## config.mk

```make
export PLATFORM = sky130hd
export DESIGN_NAME = branch_nextpc_unit
export DESIGN_NICKNAME = d
export VERILOG_FILES = /design/src/rtl/bnpc_pkg.sv /design/src/rtl/bnpc_offset_add.sv /design/src/rtl/bnpc_target_sel.sv /design/src/rtl/branch_nextpc_unit.sv
export SDC_FILE = /design/constraint.sdc
export NUM_CORES = 1
export LEC_CHECK = 0
export BUFFER_PORTS_ARGS = -buffer_cell sky130_fd_sc_hd__buf_2
export CORE_UTILIZATION = 50
export CTS_CLUSTER_DIAMETER = 80
export DETAILED_ROUTE_END_ITERATION = 6
export MAX_ROUTING_LAYER = met4
export PLACE_DENSITY = 0.81
export RECOVER_POWER = 100
export SYNTH_ARGS = -nofsm -noshare
export SYNTH_HDL_FRONTEND = slang
export SYNTH_HIERARCHICAL = 1
export SYNTH_SLANG_ARGS = --single-unit
```

## constraint.sdc

```tcl
create_clock -name clk -period 3 [get_ports clk]
set_clock_uncertainty 0.1 [all_clocks]
set_input_delay 0.15 -clock clk [delete_from_list [all_inputs] [get_ports clk]]
set_output_delay 0.15 -clock clk [all_outputs]
set_load 0.005 [all_outputs]
```

## src/rtl/bnpc_pkg.sv

```systemverilog
package bnpc_pkg;
   localparam logic [2:0] CLS_SEQ    = 3'd0;
   localparam logic [2:0] CLS_RJMP   = 3'd1;
   localparam logic [2:0] CLS_IJMP   = 3'd2;
   localparam logic [2:0] CLS_JMP    = 3'd3;
   localparam logic [2:0] CLS_BRANCH = 3'd4;
   localparam logic [2:0] CLS_SKIP   = 3'd5;

   typedef logic [1:0] cyc_t;
   localparam cyc_t CYC_ONE   = 2'd1;
   localparam cyc_t CYC_TWO   = 2'd2;
   localparam cyc_t CYC_THREE = 2'd3;
endpackage

```

## src/rtl/bnpc_offset_add.sv

```systemverilog
module bnpc_offset_add #(
   parameter int PC_W  = 16,
   parameter int OFF_W = 12
) (
   input  logic [PC_W-1:0]  base,
   input  logic [OFF_W-1:0] off,
   output logic [PC_W-1:0]  sum
);
   localparam logic [PC_W-1:0] ONE = 1;

   logic [PC_W-1:0] ext;

   generate
      if (OFF_W >= PC_W) begin : g_trunc
         assign ext = off[PC_W-1:0];
      end else begin : g_sext
         assign ext = {{(PC_W-OFF_W){off[OFF_W-1]}}, off};
      end
   endgenerate

   assign sum = base + ext + ONE;
endmodule

```

## src/rtl/bnpc_target_sel.sv

```systemverilog
module bnpc_target_sel
   import bnpc_pkg::*;
#(
   parameter int PC_W = 16,
   parameter int Z_W  = 16
) (
   input  logic [2:0]      cls,
   input  logic [PC_W-1:0] pc,
   input  logic [PC_W-1:0] rel_sum,
   input  logic [PC_W-1:0] br_sum,
   input  logic [PC_W-1:0] jmp_target,
   input  logic [Z_W-1:0]  zptr,
   input  logic            flag_hit,
   input  logic            skip_cond,
   input  logic            next_two_word,
   output logic [PC_W-1:0] nxt,
   output cyc_t            cyc,
   output logic            flush
);
   localparam logic [PC_W-1:0] ONE   = 1;
   localparam logic [PC_W-1:0] TWO   = 2;
   localparam logic [PC_W-1:0] THREE = 3;

   logic [PC_W-1:0] pc_p1;
   assign pc_p1 = pc + ONE;

   always_comb begin
      nxt = pc_p1;
      cyc = CYC_ONE;
      case (cls)
         CLS_RJMP: begin
            nxt = rel_sum;
            cyc = CYC_TWO;
         end
         CLS_IJMP: begin
            nxt = zptr[PC_W-1:0];
            cyc = CYC_TWO;
         end
         CLS_JMP: begin
            nxt = jmp_target;
            cyc = CYC_THREE;
         end
         CLS_BRANCH: begin
            if (flag_hit) begin
               nxt = br_sum;
               cyc = CYC_TWO;
            end
         end
         CLS_SKIP: begin
            if (skip_cond) begin
               nxt = next_two_word ? pc + THREE : pc + TWO;
               cyc = next_two_word ? CYC_THREE : CYC_TWO;
            end
         end
         default: begin
            nxt = pc_p1;
            cyc = CYC_ONE;
         end
      endcase
   end

   assign flush = (nxt != pc_p1);
endmodule

```

## src/rtl/branch_nextpc_unit.sv

```systemverilog
module branch_nextpc_unit
   import bnpc_pkg::*;
#(
   parameter int PC_W   = 16,
   parameter int REL_W  = 12,
   parameter int BR_W   = 7,
   parameter int Z_W    = 16,
   parameter int FLAG_W = 8
) (
   input  logic                       clk,
   input  logic                       rst_n,
   input  logic                       in_valid,
   input  logic [2:0]                 cls,
   input  logic [PC_W-1:0]            pc,
   input  logic [REL_W-1:0]           rel_off,
   input  logic [BR_W-1:0]            br_off,
   input  logic [PC_W-1:0]            jmp_target,
   input  logic [Z_W-1:0]             zptr,
   input  logic [FLAG_W-1:0]          sreg,
   input  logic [$clog2(FLAG_W)-1:0]  flag_sel,
   input  logic                       flag_on_set,
   input  logic                       skip_cond,
   input  logic                       next_two_word,
   output logic                       out_valid,
   output logic [PC_W-1:0]            next_pc,
   output logic [1:0]                 cycles,
   output logic                       flush
);
   generate
      if (PC_W < 8 || PC_W > Z_W) begin : g_bad_pc_w
         $fatal(1, "PC_W must lie between 8 and Z_W");
      end
      if (REL_W < 2 || BR_W < 2) begin : g_bad_off_w
         $fatal(1, "offset widths must be at least 2");
      end
      if ((1 << $clog2(FLAG_W)) != FLAG_W || FLAG_W < 2) begin : g_bad_flag_w
         $fatal(1, "FLAG_W must be a power of two");
      end
   endgenerate

   logic [PC_W-1:0] rel_sum;
   logic [PC_W-1:0] br_sum;
   logic [PC_W-1:0] nxt;
   cyc_t            cyc;
   logic            flush_d;
   logic            flag_hit;

   assign flag_hit = (sreg[flag_sel] == flag_on_set);

   bnpc_offset_add #(.PC_W(PC_W), .OFF_W(REL_W)) u_rel_add (
      .base (pc),
      .off  (rel_off),
      .sum  (rel_sum)
   );

   bnpc_offset_add #(.PC_W(PC_W), .OFF_W(BR_W)) u_br_add (
      .base (pc),
      .off  (br_off),
      .sum  (br_sum)
   );

   bnpc_target_sel #(.PC_W(PC_W), .Z_W(Z_W)) u_sel (
      .cls           (cls),
      .pc            (pc),
      .rel_sum       (rel_sum),
      .br_sum        (br_sum),
      .jmp_target    (jmp_target),
      .zptr          (zptr),
      .flag_hit      (flag_hit),
      .skip_cond     (skip_cond),
      .next_two_word (next_two_word),
      .nxt           (nxt),
      .cyc           (cyc),
      .flush         (flush_d)
   );

   always_ff @(posedge clk) begin
      if (!rst_n) begin
         out_valid <= 1'b0;
         next_pc   <= '0;
         cycles    <= '0;
         flush     <= 1'b0;
      end else begin
         out_valid <= in_valid;
         if (in_valid) begin
            next_pc <= nxt;
            cycles  <= cyc;
            flush   <= flush_d;
         end
      end
   end
endmodule

```

Word level (Yosys, flattened, before mapping)
Index checks and enable logic that the tools add are counted.
W data, S select, Z words.
{"block": "classes", "magnitude_cmp": 1, "bitwise_logic": 0, "reduce_logical": 1, "shifts": 0, "div_mod_pow": 0, "muxes": 10, "n_eq_ne": 7, "add_sub_neg": 7, "multipliers": 0}
{"op": "$pmux W16 S5", "count": 1}
{"op": "$add A16 B1 Y16 const B", "count": 3}
{"op": "$mux W16", "count": 3}
{"op": "$add A16 B16 Y16", "count": 2}
{"op": "$add A16 B2 Y16 const B", "count": 2}
{"op": "$ne A16 B16 Y1", "count": 1}
{"op": "$pmux W2 S4", "count": 1}
{"op": "$eq A3 B2 Y1 const B", "count": 2}
{"op": "$eq A3 B3 Y1 const B", "count": 2}
{"op": "$lt A3 B4 Y1 const B", "count": 1}
{"op": "$mux W2", "count": 2}
{"op": "$bmux W1 S3", "count": 1}
{"op": "$eq A3 B1 Y1 const B", "count": 1}
{"op": "$mux W1", "count": 2}
{"op": "$reduce_or A2 Y1", "count": 1}
{"op": "$eq A1 B1 Y1", "count": 1}
{"block": "word_totals", "wordCells": 30, "latchBits": 0, "out_inout_bits": 20, "ramBits": 0, "in_bits": 87, "n_memories": 0, "reg_bits": 20, "mem_bits_ro": 0}

Logic depth before layout (Yosys ltp)
{"block": "depth", "depth_word": 6, "depth_mapped": 18, "depth_no_buf": 18}

By module
Netlist, hierarchy kept.
{"mod": "bnpc_target_sel", "instances": 1, "seq_area_each_um2": 0.0, "cells_per_inst": 321, "area_each_um2": 2163.3}
{"mod": "bnpc_offset_add", "instances": 2, "seq_area_each_um2": 0.0, "cells_per_inst": 107, "area_each_um2": 792.0}
{"mod": "branch_nextpc_unit", "instances": 1, "seq_area_each_um2": 400.4, "cells_per_inst": 70, "area_each_um2": 815.8}

Worst setup path after synthesis
Ideal clock, no wire load.
{"block": "synth_path", "path_kind": "input to register", "startpoint": "input port pc[0]", "endpoint": "register flush", "setup_time_ns": 0.116, "setup_slack_ns": -0.204, "cell_stages": 18, "arrival_time_ns": 2.987, "required_time_ns": 2.784, "n_path_buf": 0, "cell_sequence": "inv_1 -> ha_1 -> inv_1 -> fa_1 -> a21o_1 -> a221oi_2 -> o211ai_1 -> o21ai_0 -> xnor2_1 -> a21oi_1 -> a211oi_1 -> a211oi_4 -> o2111a_1 -> a221oi_1 -> nor4bb_1 -> nand3_1 -> mux2i_1 -> nor2b_1"}
{"block": "synth_via", "elab_cells_between_ends": 12, "classes_between": "7 x add/sub; 1 x eq/ne; 4 x mux"}
{"item": "start: declaration", "line": "branch_nextpc_unit.sv:14", "rtl": "input logic [PC_W-1:0] pc,"}
{"item": "$add A16 B16 Y16", "line": "bnpc_offset_add.sv:21", "rtl": "assign sum = base + ext + ONE;"}
{"item": "$add A16 B1 Y16", "line": "bnpc_offset_add.sv:21"}
{"item": "named net rel_sum[12]", "line": "branch_nextpc_unit.sv:41", "rtl": "logic [PC_W-1:0] rel_sum;"}
{"item": "$pmux W16 S5", "line": "bnpc_target_sel.sv:30", "rtl": "case (cls)"}
{"item": "$ne A16 B16 Y1", "line": "bnpc_target_sel.sv:62", "rtl": "assign flush = (nxt != pc_p1);"}
{"item": "named net flush_d", "line": "branch_nextpc_unit.sv:45", "rtl": "logic flush_d;"}
{"item": "end signal: assignment", "line": "branch_nextpc_unit.sv:88", "rtl": "flush <= flush_d;"}
{"item": "end: declaration", "line": "branch_nextpc_unit.sv:27", "rtl": "output logic flush"}
The timed path passes the listed nets, and every way through them passes these cells.
A chain may end at the register's enable or synchronous reset.

Final worst setup path
{"block": "layout_path", "startpoint": "input port rel_off[0]", "endpoint": "register flush"}
{"block": "layout_via", "elab_chain_cells": 4}
{"item": "start: declaration", "line": "branch_nextpc_unit.sv:15", "rtl": "input logic [REL_W-1:0] rel_off,"}
{"item": "$add A16 B16 Y16", "line": "bnpc_offset_add.sv:21"}
{"item": "$add A16 B1 Y16", "line": "bnpc_offset_add.sv:21"}
{"item": "named net rel_sum[14]", "line": "branch_nextpc_unit.sv:41"}
{"item": "$pmux W16 S5", "line": "bnpc_target_sel.sv:30"}
{"item": "$ne A16 B16 Y1", "line": "bnpc_target_sel.sv:62"}
{"item": "named net flush_d", "line": "branch_nextpc_unit.sv:45"}
The timed path passes the listed nets, and every way through them passes these cells.

==> run_results.csv <==
group,metric,value,unit
yosys,synth.cell_area,0.00456,mm^2
timing,final_setup_margin,-0.160,ns
floorplan,die-height,97.5,um
timing,hold_violations,0,
critical_path,crit_required,3.07,ns
floorplan,chip_width,97.5,um
drt,drt.antenna.violating_nets,0,
drt,vias,5744,
yosys,ys_types,86,
yosys,avgSynthCellArea,7.54,um^2
yosys,synth.area.top_cells,"sky130_fd_sc_hd__ha_1 (9.6%), sky130_fd_sc_hd__dfxtp_1 (8.8%), sky130_fd_sc_hd__mux2i_1 (7.9%)",
drt,via_per_inst,6.23,
place,dp_hpwl,14600,um
cts,clk_pin_slew_worst_paths,0.08,ns
timing,max_slew_margin,0.636,
global_route,number_of_antenna_violations_at_the_first_check_in_global_routing,0,
status,result_of_the_run,"finished with violations",
yosys,yosysTopAreaCell,"sky130_fd_sc_hd__ha_1",
floorplan,floorplan.initialDensity,0.521,
pwr,int_power,0.00104,W
timing,final_min_period_over_clock_period,1.05,
yosys,synth_largest_type_area_fraction,0.0960,
cells_and_area,layout-drive-gt1-share,0.359,
status,violations,"negative setup slack",
timing,rsz_0062_raised_after_global_routing,"true",
pwr,power.sequential.fraction,0.169,
global_route,maximum_number_of_pins_on_one_net_before_global_route_repair,21,
cells_and_area,multi_input_comb_area,0.00403,mm^2
cells_and_area,nNetsFinal,939,
drt,drt_iter0_drc,462,
yosys,yosysWarningCount,6,
place,numPlacedInstances,912,
place,place_congestion,1.00,
timing,hold_ws,0.184,ns
global_route,globalRouteOverflowTotal,0,
min_path,min_path_cells,2,
pwr,cellPowerDensity,285,mW/mm^2
yosys,synth_seq_area_share,0.0877,
pwr,switchingPower,0.000740,W
cts,cts.sinks,20,
global_route,global_route_wire_length_before_repair,27500,um
cts,cts-buffers-inserted,3,
drt,detail_route.wirelength,17600,um
min_path,hold_class,"primary input to flop",
job,cap_viol_max_count,0,
critical_path,critical_path.startpoint_type,"primary input",
drt,route.detailed.drc,0,
yosys,ys_seq_elements,20,
drt,avgRoutedWirePerCell,19.0,um
floorplan,placeableCoreArea,0.00876,mm^2
yosys,postSynth.topFlopCell,"sky130_fd_sc_hd__dfxtp_1",
yosys,synthCells,605,
critical_path,worstSetupPathType,"primary input to flop",
timing,max_freq,316,MHz
timing,min_period,3.16,ns
critical_path,worstPathMaxFanout,2,
critical_path,r2r.worst_path.cells,2,
cells_and_area,antenna_diode_instance_count,0,
global_route,grtUsageTotal,0.371,
critical_path,crit_arrival,3.23,ns
cts,clk_latency,0.26,ns
pwr,total_leakage_power,2.91,nW
timing,setup_viol_count_final,1,
pwr,power.combinational.fraction,0.676,
floorplan,io-pin-count,107,
cells_and_area,layoutNonFillerInstCount,922,
global_route,first_global_vias,5429,
floorplan,die_area,0.00951,mm^2
cts,cts_root_buf,"sky130_fd_sc_hd__clkbuf_8",
pwr,clkPwrFrac,0.155,
timing,worst-slew-pin-transition,0.545,ns
pwr,power.ir.vdd_worst,0.176,mV
yosys,synth-edff-count,0,
yosys,postSynth.asyncResetShare,0,
drt,drt_pre_antenna_iters,5,
cts,tritoncts,"done",
cells_and_area,register_area,400,um^2
cells_and_area,syn2layout_area_growth,37.0,%
cells_and_area,fillerInstances,729,
pwr,switching_share,0.416,
cts,cts_max_path_buffers,2,
yosys,synth_nets,729,
timing,maxSlewViolCount,0,
critical_path,critical_path.endpoint_type,"flop",
cts,h-tree-depth,1,
place,buffers_on_ports,106,
floorplan,rows,34,
==> cell families (layout without fill, tap and decap cells) <==
logic type,Yosys count,in the layout,synth area share
xor gates and xnor gates,46,46,0.0883
and+or+nand+nor,220,220,0.269
buffers and inverters,54,263,0.0562
AOI/OAI and AO/OA,186,186,0.298
DFF,20,20,0.0877
adders and majority gates,37,37,0.105
muxes,42,42,0.0962
==> state kept, by name, summed over array words and instances, names as in the netlist <==
name / count
next_pc: 16
flush: 1
out_valid: 1
cycles: 2
==> synth_stat cells (16+ instances only) <==
| master | number |
|---|---|
| sky130_fd_sc_hd__nor2b_1 | 29 |
| sky130_fd_sc_hd__o21ai_0 | 28 |
| sky130_fd_sc_hd__ha_1 | 35 |
| sky130_fd_sc_hd__inv_1 | 21 |
| sky130_fd_sc_hd__mux2i_1 | 36 |
| sky130_fd_sc_hd__nand2_1 | 53 |
| sky130_fd_sc_hd__buf_2 | 18 |
| sky130_fd_sc_hd__a21oi_1 | 41 |
| sky130_fd_sc_hd__xor2_1 | 16 |
| sky130_fd_sc_hd__xnor2_1 | 30 |
| sky130_fd_sc_hd__nor2_1 | 28 |
| sky130_fd_sc_hd__dfxtp_1 | 20 |
==> repair_timing <==
item                                    CTS  global route
hold buffers                              0             0
buffers inserted                          2             4
hold endpoints to repair                  0             0
pin swaps                                17            13
gates resized for setup                  19            11
endpoints found under the setup margin    1             1
gates cloned                              0             0
==> per-layer routing <==
layer  part of all wire  up-vias  track usage
li1                   -     2697            -
met1               0.42     2701        0.458
met2               0.47      289        0.616
met3              0.061       57       0.0302
met4              0.044        0        0.167
met5                  0        -            -
==> final timing paths <==
| kind | start | end | slack (ns) |
|---|---|---|---|
| worst max-delay path | rel_off[0] | flush | -0.16 |
| worst min-delay path | rst_n | next_pc[11] | 0.18 |
| worst max register to register | next_pc[11] | next_pc[11] | 2.26 |
| worst min register to register | cycles[1] | cycles[1] | 0.42 |
==> placed cells by master (no fill, tap or decap), types with 5 or more instances in the layout <==
master / netlist / routed
sky130_fd_sc_hd__and3_1: 7 / 7
sky130_fd_sc_hd__nor2b_1: 29 / 29
sky130_fd_sc_hd__nor4_1: 5 / 5
sky130_fd_sc_hd__mux2i_1: 36 / 36
sky130_fd_sc_hd__o211ai_1: 15 / 15
sky130_fd_sc_hd__o21ai_0: 28 / 24
sky130_fd_sc_hd__a21o_1: 14 / 14
sky130_fd_sc_hd__buf_4: 2 / 126
sky130_fd_sc_hd__clkbuf_1: 8 / 9
sky130_fd_sc_hd__xnor2_1: 30 / 30
sky130_fd_sc_hd__nand2_1: 53 / 53
sky130_fd_sc_hd__nand3_1: 10 / 10
sky130_fd_sc_hd__or3_1: 6 / 6
sky130_fd_sc_hd__nor3_1: 12 / 12
sky130_fd_sc_hd__xor2_1: 16 / 16
sky130_fd_sc_hd__buf_2: 18 / 98
sky130_fd_sc_hd__dfxtp_1: 20 / 20
sky130_fd_sc_hd__a211oi_2: 2 / 7
sky130_fd_sc_hd__a211oi_1: 11 / 6
sky130_fd_sc_hd__and2_1: 12 / 12
sky130_fd_sc_hd__ha_1: 35 / 34
sky130_fd_sc_hd__nor2_1: 28 / 28
sky130_fd_sc_hd__inv_1: 21 / 18
sky130_fd_sc_hd__a21oi_1: 41 / 39
sky130_fd_sc_hd__o21ai_1: 2 / 5
sky130_fd_sc_hd__o31ai_1: 7 / 7
sky130_fd_sc_hd__nand2b_1: 11 / 11
sky130_fd_sc_hd__nand4_1: 14 / 14
==> through the flow <==
| stage | setup TNS, ns | power, W | util | setup WS (ns) | area, um^2 |
|---|---|---|---|---|---|
| final | -0.160 | 0.00178 | 0.714 | -0.160 | 6250 |
| after global routing | -0.304 | 0.00188 | 0.714 | -0.301 | 6250 |
| after CTS | -0.111 | 0.00173 | 0.705 | -0.111 | 6180 |
| after detailed placement | -1.34 | 0.00144 | 0.688 | -0.559 | 6030 |
| after global placement | -0.800 | 0.00141 | 0.688 | -0.478 | 6030 |
| after floorplan | 0 | 0.000958 | - | 0.00807 | 4580 |
==> cell type report <==
cell class / count / share of cell area
inverter: 21 / 0.0130
tap: 108 / 0.0216
clock buffer: 3 / 0.00660
multi-input combinational: 531 / 0.645
clock inverter: 1 / 0.00480
sequential: 20 / 0.0640
timing repair buffer: 238 / 0.245
==> critical path, cell delays in order <==
cell and delay (ns):
sky130_fd_sc_hd__buf_6 0.10, sky130_fd_sc_hd__inv_4 0.05, sky130_fd_sc_hd__ha_4 0.13, sky130_fd_sc_hd__inv_2 0.03, sky130_fd_sc_hd__fa_2 0.33, sky130_fd_sc_hd__a21o_1 0.21, sky130_fd_sc_hd__a221oi_4 0.31, sky130_fd_sc_hd__buf_4 0.17
sky130_fd_sc_hd__o31ai_1 0.08, sky130_fd_sc_hd__o211ai_1 0.19, sky130_fd_sc_hd__a21oi_1 0.11, sky130_fd_sc_hd__a211oi_2 0.25, sky130_fd_sc_hd__o21ai_1 0.13, sky130_fd_sc_hd__buf_4 0.17, sky130_fd_sc_hd__nand3b_1 0.11, sky130_fd_sc_hd__a41oi_2 0.14
sky130_fd_sc_hd__o41ai_2 0.24, sky130_fd_sc_hd__nand3_1 0.13, sky130_fd_sc_hd__mux2i_1 0.14, sky130_fd_sc_hd__nor2b_1 0.06
==> power groups by stage <==
stage / combinational [W] / sequential (W) / clock [W]
after detailed placement: 0.00113 / 0.000306 / 0
final: 0.00120 / 0.000301 / 0.000276
after CTS: 0.00116 / 0.000300 / 0.000277
after global routing: 0.00129 / 0.000303 / 0.000285
after floorplan: 0.000650 / 0.000308 / 0
after global placement: 0.00111 / 0.000305 / 0
Note: power is estimated with default switching activity, not from simulation.
